[src/rtl/qpwm_pkg.sv]
package qpwm_pkg;
  localparam int unsigned SLOT_BITS = 2;
  localparam int unsigned NSLOT     = 1 << SLOT_BITS;
  localparam int unsigned DEF_CNT_W = 11;
endpackage

[src/rtl/qpwm_shadow.sv]
module qpwm_shadow #(
  parameter int unsigned CNT_W = qpwm_pkg::DEF_CNT_W,
  localparam int unsigned CLK_W = CNT_W - qpwm_pkg::SLOT_BITS
) (
  input  logic             clk,
  input  logic             rst_n,
  input  logic             load_i,
  input  logic [CNT_W-1:0] duty_i,
  input  logic [CLK_W-1:0] plen_i,
  input  logic             reload_i,
  output logic [CNT_W-1:0] duty_act_o,
  output logic [CLK_W-1:0] plen_act_o
);
  logic [CNT_W-1:0] duty_sh;
  logic [CLK_W-1:0] plen_sh;

  always_ff @(posedge clk) begin
    if (!rst_n) begin
      duty_sh <= '0;
      plen_sh <= '0;
    end else if (load_i) begin
      duty_sh <= duty_i;
      plen_sh <= plen_i;
    end
  end

  always_ff @(posedge clk) begin
    if (!rst_n) begin
      duty_act_o <= '0;
      plen_act_o <= '0;
    end else if (reload_i) begin
      duty_act_o <= duty_sh;
      plen_act_o <= plen_sh;
    end
  end

  // active values only move at a period start
  a_r5_duty_hold: assert property (@(posedge clk) disable iff (!rst_n)
    !reload_i |=> $stable(duty_act_o));
  a_r6_period_hold: assert property (@(posedge clk) disable iff (!rst_n)
    !reload_i |=> $stable(plen_act_o));
endmodule

[src/rtl/qpwm_counter.sv]
module qpwm_counter #(
  parameter int unsigned CNT_W = qpwm_pkg::DEF_CNT_W,
  localparam int unsigned CLK_W = CNT_W - qpwm_pkg::SLOT_BITS
) (
  input  logic             clk,
  input  logic             rst_n,
  input  logic             en_i,
  input  logic             sync_i,
  input  logic [CLK_W-1:0] plen_i,
  output logic [CLK_W-1:0] idx_o,
  output logic             reload_o
);
  logic [CLK_W-1:0] last_idx;
  logic             at_last;

  always_comb begin
    if (plen_i == '0) last_idx = '0;
    else              last_idx = plen_i - CLK_W'(1);
  end

  assign at_last  = (idx_o >= last_idx);
  assign reload_o = !en_i || sync_i || at_last;

  always_ff @(posedge clk) begin
    if (!rst_n)        idx_o <= '0;
    else if (reload_o) idx_o <= '0;
    else               idx_o <= idx_o + CLK_W'(1);
  end

  // parked at zero while disabled
  a_r8_park: assert property (@(posedge clk) disable iff (!rst_n)
    !en_i |=> idx_o == '0);
  // sync restarts the period
  a_r7_sync_restart: assert property (@(posedge clk) disable iff (!rst_n)
    (en_i && sync_i) |=> idx_o == '0);
  // plain advance by one clock index
  a_r2_advance: assert property (@(posedge clk) disable iff (!rst_n)
    (en_i && !sync_i && idx_o < last_idx) |=> idx_o == $past(idx_o) + CLK_W'(1));
endmodule

[src/rtl/qpwm_slot_cmp.sv]
module qpwm_slot_cmp #(
  parameter int unsigned CNT_W = qpwm_pkg::DEF_CNT_W,
  localparam int unsigned CLK_W = CNT_W - qpwm_pkg::SLOT_BITS,
  localparam int unsigned NSLOT = qpwm_pkg::NSLOT
) (
  input  logic             clk,
  input  logic             rst_n,
  input  logic             en_i,
  input  logic [CLK_W-1:0] idx_i,
  input  logic [CNT_W-1:0] duty_i,
  output logic [NSLOT-1:0] slots_o
);
  for (genvar s = 0; s < NSLOT; s++) begin : g_slot
    localparam logic [qpwm_pkg::SLOT_BITS-1:0] SL = qpwm_pkg::SLOT_BITS'(s);
    logic [CNT_W-1:0] qidx;
    assign qidx       = {idx_i, SL};
    assign slots_o[s] = en_i && (qidx < duty_i);
  end

  // ones always start at the earliest slot
  a_r3_thermometer: assert property (@(posedge clk) disable iff (!rst_n)
    (slots_o[NSLOT-1:1] & ~slots_o[NSLOT-2:0]) == '0);
  // zero duty never drives a slot
  a_r4_zero_duty: assert property (@(posedge clk) disable iff (!rst_n)
    (duty_i == '0) |-> slots_o == '0);
  // disabled output is blank
  a_r8_blank: assert property (@(posedge clk) disable iff (!rst_n)
    !en_i |-> slots_o == '0);
endmodule

[src/rtl/qpwm_gen.sv]
module qpwm_gen #(
  parameter int unsigned CNT_W = qpwm_pkg::DEF_CNT_W,
  localparam int unsigned CLK_W = CNT_W - qpwm_pkg::SLOT_BITS,
  localparam int unsigned NSLOT = qpwm_pkg::NSLOT
) (
  input  logic             clk,
  input  logic             rst_n,
  input  logic             en_i,
  input  logic             sync_i,
  input  logic             load_i,
  input  logic [CNT_W-1:0] duty_i,
  input  logic [CNT_W-1:0] period_i,
  output logic [NSLOT-1:0] slots_o
);
  logic [CLK_W-1:0] plen_act;
  logic [CNT_W-1:0] duty_act;
  logic [CLK_W-1:0] idx;
  logic             reload;
  logic             unused_period_lsb;

  assign unused_period_lsb = ^period_i[qpwm_pkg::SLOT_BITS-1:0];

  qpwm_shadow #(.CNT_W(CNT_W)) u_shadow (
    .clk        (clk),
    .rst_n      (rst_n),
    .load_i     (load_i),
    .duty_i     (duty_i),
    .plen_i     (period_i[CNT_W-1:qpwm_pkg::SLOT_BITS]),
    .reload_i   (reload),
    .duty_act_o (duty_act),
    .plen_act_o (plen_act)
  );

  qpwm_counter #(.CNT_W(CNT_W)) u_counter (
    .clk      (clk),
    .rst_n    (rst_n),
    .en_i     (en_i),
    .sync_i   (sync_i),
    .plen_i   (plen_act),
    .idx_o    (idx),
    .reload_o (reload)
  );

  qpwm_slot_cmp #(.CNT_W(CNT_W)) u_cmp (
    .clk     (clk),
    .rst_n   (rst_n),
    .en_i    (en_i),
    .idx_i   (idx),
    .duty_i  (duty_act),
    .slots_o (slots_o)
  );

  // blank output in the cycle after reset
  a_r1_reset_blank: assert property (@(posedge clk)
    !rst_n |=> slots_o == '0);
endmodule

[config.mk]
export PLATFORM = sky130hd
export DESIGN_NAME = qpwm_gen
export DESIGN_NICKNAME = d
export VERILOG_FILES = /design/src/rtl/qpwm_pkg.sv /design/src/rtl/qpwm_shadow.sv /design/src/rtl/qpwm_counter.sv /design/src/rtl/qpwm_slot_cmp.sv /design/src/rtl/qpwm_gen.sv
export SDC_FILE = /design/constraint.sdc
export NUM_CORES = 1
export LEC_CHECK = 0
export BUFFER_PORTS_ARGS = -buffer_cell sky130_fd_sc_hd__buf_2
export CORE_ASPECT_RATIO = 1.25
export CORE_MARGIN = 4
export CORE_UTILIZATION = 35
export DETAILED_ROUTE_END_ITERATION = 10
export HOLD_SLACK_MARGIN = 0.08
export MAX_ROUTING_LAYER = met4
export PLACE_DENSITY = 0.57
export RECOVER_POWER = 25
export SYNTH_ARGS = -nofsm -noshare
export SYNTH_HDL_FRONTEND = slang
export SYNTH_HIERARCHICAL = 1
export SYNTH_SLANG_ARGS = --single-unit
[constraint.sdc]
create_clock -name clk -period 7.3 [get_ports clk]
set_input_delay 1.095 -clock clk [delete_from_list [all_inputs] [get_ports clk]]
set_output_delay 1.095 -clock clk [all_outputs]
set_load 0.01 [all_outputs]
# After elaboration in Yosys (flattened, before gate mapping)
# Cells that the tools add are included.
word_totals:
  ff_bits: 49
  in_bits: 27
  word_cells: 23
op_classes:
  add_sub_neg: 2
  n_lt_le_gt_ge: 5
  mux: 1
  n_bitwise: 1
  reduce_logical: 9
ops:
  columns: ["op", "n"]
  rows:
  - ["< comparator 11 bit", 4]
  - ["adder 9 x 1 -> 9 bit (second input constant)", 1]
  - ["greater-or-equal comparator 9 bit", 1]
  - ["logical NOT 9 bit", 1]
  - ["two-way mux 9 bit", 1]
  - ["subtractor 9 x 1 -> 9 bit (second input constant)", 1]
  - ["logical AND 1 bit", 4]
  - ["logical OR 1 bit", 2]
  - ["OR reduction 2 bit", 1]
  - ["logical NOT 1 bit", 1]
  - ["NOT 1 bit", 1]

# Longest topological paths before layout
logic_depth:
  word_depth: 5
  ltp_mapped: 13
  depth_no_buf: 11

# Cells and area by module
# Netlist, hierarchy kept.
modules_own_cells:
  columns: ["mod", "n_inst", "cells_each", "area_each_um2"]
  rows:
  - ["qpwm_shadow", 1, 128, 1511.4]
  - ["qpwm_counter", 1, 90, 752.0]
  - ["qpwm_slot_cmp", 1, 45, 320.3]

# Least setup slack after synthesis
# OpenSTA, ideal clock, no wires.
synth_path:
  path_kind: "register to register"
  startpoint: "register u_shadow.plen_act_o[5]"
  endpoint: "register u_shadow.duty_act_o[0]"
  setup_ns: 0.116
  arrival_time_ns: 2.859
  required_ns: 7.184
  path_slack_ns: 4.325
  path_stages_with_launch: 13
  cell_sequence: "dfxtp_1 > nor4_2 > nand2_1 > or4_1 > buf_2 > and2_4 > ha_1 > nand2b_1 > a31oi_1 > o211ai_1 > buf_6 > mux2i_1 > nor2b_1"
synth_via:
  elab_chain_len: 4
  elab_cells_between_ends: 5
  classes_between: "add/sub (1); order compare (1); mux (1); reduce/logical (2)"
synth_lines:
  columns: ["element", "line", "rtl"]
  rows:
  - ["start, declared", "qpwm_shadow.sv:12", "output logic [CLK_W-1:0] plen_act_o"]
  - ["start signal, assigned", "qpwm_shadow.sv:33", "plen_act_o <= plen_sh;"]
  - ["subtractor 9 x 1 -> 9 bit or logical NOT 9 bit (tied branches)", "qpwm_counter.sv:18, qpwm_counter.sv:17", null]
  - ["two-way mux 9 bit (*)", "qpwm_counter.sv:17", "if (plen_i == '0) last_idx = '0;"]
  - ["greater-or-equal comparator 9 bit (*)", "qpwm_counter.sv:21", "assign at_last = (idx_o >= last_idx);"]
  - ["logical OR 1 bit (*)", "qpwm_counter.sv:22", "assign reload_o = !en_i || sync_i || at_last;"]
  - ["net reload", "qpwm_gen.sv:18", "logic reload;"]
  - ["end signal, assigned", "qpwm_shadow.sv:32", "duty_act_o <= duty_sh;"]
  - ["end, declared", "qpwm_shadow.sv:11", "output logic [CNT_W-1:0] duty_act_o,"]
# The timed path passes the listed nets; every way through them passes the cells marked *.
# A chain may end at the register's enable or synchronous reset.

# Final worst setup path
layout_path:
  startpoint: "register u_shadow.plen_act_o[4]"
  endpoint: "register u_shadow.duty_act_o[7]"
# The elaborated chain is that of the path after synthesis.

==> flow_summary_export.csv <==
group,metric,value,unit
status,status,"finished clean",
die,coreArea,7062,µm²
cts,cts_tree,"done",
setup_path,crit_path_start_kind,"flip-flop",
setup_path,crit_arrival,3.69,ns
die,die_w,84.85,µm
placed_design,dp_cells,373,
placed_design,gp_congestion,0.7231,
detailed_routing,drc,0,
hold_path,holdPathStages,2,
setup_path,worstRegToRegCells,11,
logic_synthesis,synth_area_leaders,"dfxtp_1, mux2i_1, ha_1",
cts,clk_pin_slew_worst_paths,0.10,ns
detailed_routing,drtIter0Drc,56,
logic_synthesis,ys_ff_latch,49,
logic_synthesis,yosysTopAreaCell,"dfxtp_1",
placed_design,post-dp-hpwl,3383,µm
cts,cts_hold_buf,0,
cts,cts_setup_buffers,0,
die,fp-row-count,34,
cts,cts_buffers,5,
timing,rsz0062_at_grt,"false",
cts,cts.path.max_buffers,2,
timing,slew_headroom,4.209,%
finish,layout_commonest_cell,"dfxtp_1",
global_routing,track_usage,11.46,%
timing,setup_violations,0,
die,start_util,36.59,%
finish,layout_common_cells,"dfxtp_1, mux2i_1, nor2b_1",
die,die_area,8829,µm²
placed_design,io_buffers,28,
setup_path,r2r_setup_slack,3.81,ns
finish,fin_util,41.00,%
pwr,netSwitchingFraction,26.39,%
logic_synthesis,yosysTopAreaCellShare,37.97,%
setup_path,required,7.50,ns
logic_synthesis,syn_inst,263,
finish,multi_input_area,1474,µm²
timing,setup-tns-final,0,ns
timing,timing.final.hold_violations,0,
flow_run,cap_violations,0,
finish,fillers,749,
finish,area_growth,12.06,%
timing,worst_pin_slew,1.437,ns
cts,clkSinkCount,49,
pwr,p_int,432.2,µW
setup_path,crit_type,"reg -> reg",
finish,seq_area,980.9,µm²
cts,clkLatencyLatePin,0.31,ns
pwr,p_seq_share,49.0,%
cts,cts_resized,0,
logic_synthesis,seq_area_frac_synth,37.97,%
pwr,p_sw,155.0,µW
detailed_routing,vias_per_cell,4.722,
finish,finalNonFillerCells,381,
die,die_y,104.1,µm
global_routing,grt-ovfl-total,0,
pwr,power.share.clock,34.2,%
finish,layout-drive-gt1-share,14.09,%
global_routing,grt_pass1_vias,1786,
detailed_routing,wl_per_cell,12.06,µm
detailed_routing,vias,1799,
die,ios,31,
cts,clockRootBuffer,"clkbuf_8",
pwr,p_per_area,202.8,nW/µm²
global_routing,grt_pass1_wl,8155,µm
detailed_routing,first_pass_iters,4,
logic_synthesis,syn-mean-instance-area,9.824,µm²
pwr,vdd_drop_max,0.0001314,V
logic_synthesis,syn_nets,311,
global_routing,grt_max_degree,50,
timing,max_freq,286.8,MHz
finish,fin_nets,338,
logic_synthesis,synth_cell_type_count,35,
setup_path,crit_path_end_kind,"flip-flop",
global_routing,antenna_found_initial,0,
cts,cts_max_level,2,
hold_path,min_path_type,"reg -> reg",
logic_synthesis,synth_warnings,6,
timing,fin_skew,0.01319,ns
timing,fin_crit,3.487,ns
pwr,leakagePower,1.298,nW
timing,fin_hold_ws,0.5255,ns
timing,finalCritPeriodShare,47.77,%
detailed_routing,wirelength,4594,µm
pwr,comb_power_share,16.8,%
timing,final_max_slew_viol_count,0,
logic_synthesis,synth_area,2584,µm²
detailed_routing,final_antenna_net_count,0,
finish,n_antenna_cell,0,
setup_path,cp_max_fo,24,
-- metal layers --
metal	global-route usage, %	up-vias	routed length, µm
met5	-	-	0
met4	3.394	0	61
met3	2.456	5	139
met2	18.59	21	2149
met1	14.26	822	2244
li1	-	951	-
-- final timing paths --
check	start	to
hold reg to reg	u_shadow/plen_sh[1]	u_shadow/plen_sh[1]
setup / recovery	u_shadow/plen_act_o[4]	u_shadow/duty_act_o[7]
hold / removal	u_shadow/plen_sh[1]	u_shadow/plen_sh[1]
setup reg to reg	u_shadow/plen_act_o[4]	u_shadow/duty_act_o[7]
-- layout make-up --
class | instances | area share [%]
Clock buffer | 5 | 2.377
Clock inverter | 3 | 1.685
Inverter | 17 | 2.204
Multi-Input combinational cell | 188 | 50.91
Sequential cell | 49 | 33.88
Tap cell | 90 | 3.889
Timing Repair Buffer | 29 | 5.056
-- sequential cells by signal, indices dropped and copies added (netlist names) --
register and flops:
u_shadow/duty_sh 11, u_shadow/plen_act_o 9, u_shadow/plen_sh 9, u_shadow/duty_act_o 11
u_counter/idx_o 9
-- cells by family after synthesis --
logic type	count (synthesis)	synth area share [%]
compound gates	21	5.908
xor+xnor	13	4.407
fa+ha+maj	21	10.17
buf+inv	26	4.987
flops	49	37.97
mux	40	15.50
simple gates	93	21.07
-- critical path: stages (launching register included) --
cell,delay (ns)
dfxtp_1,0.36
nor4_2,0.30
nand2_1,0.14
or4_1,0.56
and2_4,0.22
ha_1,0.25
nand2b_1,0.09
a31oi_1,0.11
o211ai_1,0.57
buf_4,0.47
mux2i_1,0.24
nor2b_1,0.06
-- per-stage QoR --
stage          setup WS, ns  instance area (µm²)  power (mW)
4_1_cts               3.768                 2897      0.5975
3_3_place_gp          3.849                 2779      0.3903
3_5_place_dp          3.785                 2779      0.3935
6_report              3.813                 2895      0.5872
2_1_floorplan         4.325                 2584      0.3696
5_1_grt               3.568                 2895      0.6222
-- cells in the mapped netlist --
cell type / number
o31ai_1: 1
a21oi_1: 4
and4_1: 1
o211a_1: 1
a21bo_2: 1
inv_1: 17
nor2b_1: 40
nand2_1: 17
dfxtp_1: 49
o21ai_0: 2
clkbuf_1: 4
ha_1: 21
a211oi_2: 1
nand4_1: 3
o211ai_1: 1
a31oi_1: 1
nor3_1: 4
buf_2: 1
or4_1: 1
mux2i_1: 40
nor4_2: 1
and2_4: 1
or3b_1: 1
a211oi_1: 6
or2b_2: 1
nor2_1: 6
nand3_1: 5
a21o_1: 2
o2111ai_1: 1
nor4b_1: 1
nand2b_1: 2
xor2_1: 4
buf_6: 4
xnor2_1: 9
nor3b_1: 9
-- power groups by stage --
stage | Combinational, mW | Clock (mW) | Sequential [mW]
after floorplan | 0.0786 | 0 | 0.291
after global placement | 0.0965 | 0 | 0.294
after detailed placement | 0.0995 | 0 | 0.294
after CTS | 0.0999 | 0.210 | 0.288
after global routing | 0.113 | 0.220 | 0.289
final | 0.0988 | 0.201 | 0.287
No activity file was read; power rests on OpenSTA's default activity.
